===== src/rtl/frac_prescaler.sv =====
module frac_prescaler #(
  parameter int INT_W  = 5,
  parameter int FRAC_W = 3
) (
  input  logic                      clk,
  input  logic                      rst_n,
  input  logic                      cfg_we,
  input  logic [INT_W+FRAC_W-1:0]   cfg_wdata,
  input  logic                      ext_mode,
  input  logic                      ext_clk_pin,
  output logic                      tick
);
  localparam int CFG_W = INT_W + FRAC_W;
  localparam int LEN_W = INT_W + 1;
  localparam logic [CFG_W-1:0] CFG_RESET = CFG_W'(1) << FRAC_W;

  logic [CFG_W-1:0]  cfg;
  logic [LEN_W-1:0]  cnt, len;
  logic [FRAC_W-1:0] acc;
  logic [2:0]        sync;

  wire [INT_W-1:0]  m_raw   = cfg[CFG_W-1:FRAC_W];
  wire              m_zero  = (m_raw == '0);
  wire [LEN_W-1:0]  m_eff   = m_zero ? LEN_W'(1) : {1'b0, m_raw};
  wire [FRAC_W-1:0] n_eff   = m_zero ? '0 : cfg[FRAC_W-1:0];

  wire [INT_W-1:0]  w_raw   = cfg_wdata[CFG_W-1:FRAC_W];
  wire [LEN_W-1:0]  w_m_eff = (w_raw == '0) ? LEN_W'(1) : {1'b0, w_raw};

  wire [FRAC_W:0]   sum        = {1'b0, acc} + {1'b0, n_eff};
  wire              period_end = (cnt == len - LEN_W'(1));
  wire              ext_pulse  = sync[1] & ~sync[2];

  assign tick = ext_mode ? ext_pulse : period_end;

  always_ff @(posedge clk) begin
    if (!rst_n) begin
      cfg  <= CFG_RESET;
      cnt  <= '0;
      len  <= LEN_W'(1);
      acc  <= '0;
      sync <= '0;
    end else begin
      sync <= {sync[1:0], ext_clk_pin};
      if (cfg_we) begin
        cfg <= cfg_wdata;
        cnt <= '0;
        acc <= '0;
        len <= w_m_eff;
      end else if (ext_mode) begin
        cnt <= '0;
        acc <= '0;
        len <= m_eff;
      end else if (period_end) begin
        cnt <= '0;
        acc <= sum[FRAC_W-1:0];
        len <= m_eff + LEN_W'(sum[FRAC_W]);
      end else begin
        cnt <= cnt + LEN_W'(1);
      end
    end
  end

  AST_CNT_IN_RANGE: assert property (@(posedge clk) disable iff (!rst_n)
    cnt < len);
  AST_LEN_BOUNDS: assert property (@(posedge clk) disable iff (!rst_n)
    (len == m_eff) || (len == m_eff + LEN_W'(1)));
  AST_ZERO_INT_UNIT: assert property (@(posedge clk) disable iff (!rst_n)
    (m_zero && !ext_mode) |-> tick);
  AST_WRITE_RESTART: assert property (@(posedge clk) disable iff (!rst_n)
    cfg_we |=> (cnt == '0) && (acc == '0));
  AST_EXT_HOLD: assert property (@(posedge clk) disable iff (!rst_n)
    (ext_mode && !cfg_we) |=> (cnt == '0) && (acc == '0));
  AST_EXT_SINGLE: assert property (@(posedge clk) disable iff (!rst_n)
    (ext_mode && tick) |=> (!tick || !ext_mode));
endmodule


===== config.mk =====
export PLATFORM = sky130hd
export DESIGN_NAME = frac_prescaler
export DESIGN_NICKNAME = d
export VERILOG_FILES = /design/src/rtl/frac_prescaler.sv
export SDC_FILE = /design/constraint.sdc
export NUM_CORES = 1
export LEC_CHECK = 0
export BUFFER_PORTS_ARGS = -buffer_cell sky130_fd_sc_hd__buf_2
export CORE_MARGIN = 2
export CORE_UTILIZATION = 45
export CTS_BUF_LIST = sky130_fd_sc_hd__clkbuf_2 sky130_fd_sc_hd__clkbuf_4 sky130_fd_sc_hd__clkbuf_8
export CTS_CLUSTER_DIAMETER = 200
export DETAILED_ROUTE_END_ITERATION = 7
export PLACE_DENSITY_LB_ADDON = 0.2
export REMOVE_ABC_BUFFERS = 1
export SLEW_MARGIN = 20
export SYNTH_ARGS = -nofsm -noshare
export SYNTH_HDL_FRONTEND = slang
export SYNTH_SLANG_ARGS = --single-unit

===== constraint.sdc =====
create_clock -name clk -period 7 [get_ports clk]
set_input_delay 0.35 -clock clk [delete_from_list [all_inputs] [get_ports clk]]
set_output_delay 0.35 -clock clk [all_outputs]
set_load 0.01 [all_outputs]

==> metrics.md <==
| Metric | Value |
|---|---|
| Layout area overhead | `7.14%` |
| Minimum clock period | `approximately 3.1 ns` |
| Worst Max-Slew Pin Slew | `approximately 0.55 ns` |
| First-pass GRT wire length | `4.89 mm` |
| CTS Buf Count | `3` |
| RSZ-0062 raised after global routing | `false` |
| Ys flop type | `dfxtp_1` |
| HP Start | `ext_clk_pin` |
| Via count | `1110` |
| Die width | `60.9 microns` |
| Worst Clk Skew | `around 0.002 ns` |
| Peak Freq | `approximately 0.32 GHz` |
| Sw Ratio | `between 20% and 30%` |
| GP Congestion | `between 0.8 and 0.9` |
| Crit end category | `flop` |
| Drc violations | `0` |
| Die area | `3700 sq um` |
| Asr flop ratio synth | `0%` |
| Req. time, crit path | `between 7 and 8 ns` |
| Max VDD drop | `86.3 uV` |
| R2R Setup Slk | `about 3.9 ns` |
| Initial DRC Count | `44` |
| Pwr Total | `between 200 and 300 uW` |
| Post-synthesis adder-cell area fraction | `7.39%` |
| Synth Area per Inst | `between 9 and 10 sq um` |
| Period utilisation layout | `44.4%` |
| Final Hold Viols | `0` |
| Worst reg-to-reg path cell count | `11` |
| Clock power share | `around a quarter` |
| Mux contribution to synthesized area | `8.34%` |
| Post-CTS setup repair buffer count | `0` |
| CP max FO | `5` |
| Worst slew margin | `around 63%` |
| Die height | `between 60 and 70 microns` |
| Crit-path max cell delay | `~0.6 ns` |
| Critical path buffer and inverter count | `1` |
| Initial core utilization | `~48%` |
| Hold Path Class | `in -> reg` |
| Post-synth EDFFs | `0` |
| Core area | `3050 sq um` |
| Filler cells | `321` |
| Port buffer count | `13` |
| Clock Sinks | `26` |
| IO Count | `14` |
| YS warnings | `0` |
| Final-stage net count | `190` |
| Design Area, Final | `1560 sq um` |
| Synth Instances | `157` |
| Seq pwr share | `54.1%` |
| Yosys cell types | `43` |
| Power per cell area | `roughly 190 nW/um^2` |
| CP top delay family | `compound AO/OA/AOI/OAI gates` |
| Final WS setup | `around 3.9 ns` |
| Post-synthesis register bit count | `26` |
| Static leakage | `about 0.65 nW` |
| Post-CTS Resized | `0` |
| Initial antenna violation count | `0` |
| DP Area | `approximately 1500 sq um` |
| Site row count | `20` |
| Total Wirelength | `2.73 mm` |
| Vias/cell | `about 5.2` |
| Post-synthesis sequential area ratio | `a little over a third` |
| Setup WS pre-CTS | `3.89 ns` |
| Logic pwr share | `20.2%` |
| CP Launch Type | `flop` |
| Number of cells on the worst hold path | `2` |
| Share of cells above drive strength 1 | `14.3%` |
| Hold-fix buffers, CTS | `0` |
| Final Max Slew Viols | `0` |
| Internal power | `~210 uW` |
| Switch Pwr | `roughly 86 uW` |
| Detail Placement HPWL | `between 2 and 2.5 mm` |
| Outcome | `finished, final reports clean` |
| Clock Latency Late Sink | `around 0.32 ns` |
| Worst R2R Start | `cfg[4]$_SDFFE_PN0P_` |
| CP cell instances | `or4_1 > o21ai_0 > inv_1 > ha_1 > a21o_1 > a21o_1 > ha_1 > ha_1 > mux2_2 > o211ai_1 > mux2i_1` |
| H-tree Lvls | `1` |
| Hold Path Sink | `sync[0]$_SDFF_PN0_` |
| Largest net degree at the start of global routing | `24` |
| Vias in the first global route | `roughly 1100` |
| GR Overflow Total | `0` |
| CTS max path bufs | `2` |
| Kind of critical path | `reg -> reg` |
| Post-Synth Simple-Gate Area | `between 20% and 30%` |
| Setup_tns | `0 ns` |
| Routed len/inst | `12.9 microns` |
| Routed Antenna Nets | `0` |
| Max Cap Viol | `0` |
| Main combinational cell family by area after synthesis | `simple AND/OR/NAND/NOR gates` |
| R2r endpoint | `len[1]$_SDFFE_PN0P_` |
| CTS tree | `done` |
| Post-synthesis xor/xnor area fraction | `around 8.4%` |
| Most used cell, CP | `ha_1` |
| Synth Area in Compound Gates | `between 10% and 20%` |
| Synthesized cell area | `~1500 sq um` |
| Diodes inserted | `0` |
| CTS root buffer | `clkbuf_4` |
| Overall routing resource usage | `17.2%` |
| Critical path arrival | `between 3 and 4 ns` |
| Cell at the slowest stage of the critical path | `or4_1` |
| Final setup fails | `0` |
| CTS clk-pin slew, worst paths | `between 0.1 and 0.15 ns` |
| Pre-antenna DRT Iters | `4` |
==> metrics by stage <==
stage               hold slack (ns)  cells  util, %
finish                        0.222    212     51.1
global route                  0.229    212     51.1
CTS                           0.216    212     51.1
detailed placement            0.419    208     49.9
global placement              0.417    208     49.9
floorplan                     0.412    151        -
==> registers in the layout, indices dropped and copies added, names as in the netlist <==
signal,cells
cfg,8
len,6
acc,3
cnt,6
sync,3
==> cell usage after synthesis, types with 2 or more instances <==
master | number | area share, %
dfxtp_1 | 26 | 36
xnor2_1 | 8 | 4.8
nand3_1 | 5 | 1.7
o211ai_1 | 3 | 1.5
o21ai_0 | 5 | 1.7
nand2b_1 | 3 | 1.3
xor2_1 | 6 | 3.6
a21o_1 | 2 | 1.0
nor3_1 | 8 | 2.8
nand2_1 | 15 | 3.9
nor2b_1 | 8 | 3.4
mux2i_1 | 11 | 7.6
a21boi_0 | 2 | 1.0
nor2_1 | 8 | 2.1
inv_1 | 6 | 1.5
a21oi_1 | 5 | 1.7
buf_6 | 2 | 1.5
and2_1 | 3 | 1.3
ha_1 | 7 | 6.0
==> worst max path at each step <==
stage	from	end	slack, ns	cells past startpoint
global route	cfg[7]$_SDFFE_PN0P_	len[2]$_SDFFE_PN0P_	3.68	13
floorplan	cfg[4]$_SDFFE_PN0P_	len[1]$_SDFFE_PN0P_	4.11	11
finish	cfg[4]$_SDFFE_PN0P_	len[1]$_SDFFE_PN0P_	3.89	11
global placement	cfg[4]$_SDFFE_PN0P_	len[1]$_SDFFE_PN0P_	4.01	11
detailed placement	cfg[4]$_SDFFE_PN0P_	len[1]$_SDFFE_PN0P_	3.89	11
CTS	cfg[4]$_SDFFE_PN0P_	len[1]$_SDFFE_PN0P_	3.87	11
==> power groups by stage <==
stage	clock [mW]	combinational (mW)	sequential, mW
after floorplan	0	0.0433	0.162
after global placement	0	0.0584	0.164
after detailed placement	0	0.0607	0.164
after CTS	0.0786	0.0610	0.161
after global routing	0.0856	0.0685	0.162
final	0.0761	0.0601	0.161
==> layer usage <==
layer | track usage [%] | share of wire, %
met4 | 4.66 | 1.2
met5 | 0 | 0
met1 | 21.7 | 48
met3 | 2.13 | 3.3
met2 | 30.9 | 47
==> area by class of cell <==
cell class                      instances  area [sq um]  share of cell area, %
Multi-Input combinational cell        119           860                   55.1
Sequential cell                        26           520                   33.4
Timing Repair Buffer                   13          65.1                   4.17
Tap cell                               44          55.1                   3.53
Clock buffer                            4          36.3                   2.33
Inverter                                6          22.5                   1.44
==> kinds of logic (layout without fill, tap and decap cells) <==
kind of cell	Yosys count	after routing
muxes	12	12
and+or+nand+nor	58	58
AOI/OAI and AO/OA	27	27
buffers and inverters	12	23
adders and majority gates	8	8
xor gates and xnor gates	14	14
DFF	26	26
==> layout by cell type (no fill, tap or decap), types with 2 or more instances in the layout <==
cell      count
a21boi_0      2
dfxtp_1      26
nor2_1        8
o21ai_0       5
nand3_1       5
xnor2_1       8
a21oi_1       5
xor2_1        6
buf_2        13
ha_1          7
mux2i_1      11
and2_1        3
nand2b_1      3
a21o_1        2
inv_1         6
o211ai_1      3
clkbuf_4      3
nor3_1        8
nand2_1      15
nor2b_1       8
Note: power is estimated with default switching activity, not from simulation.
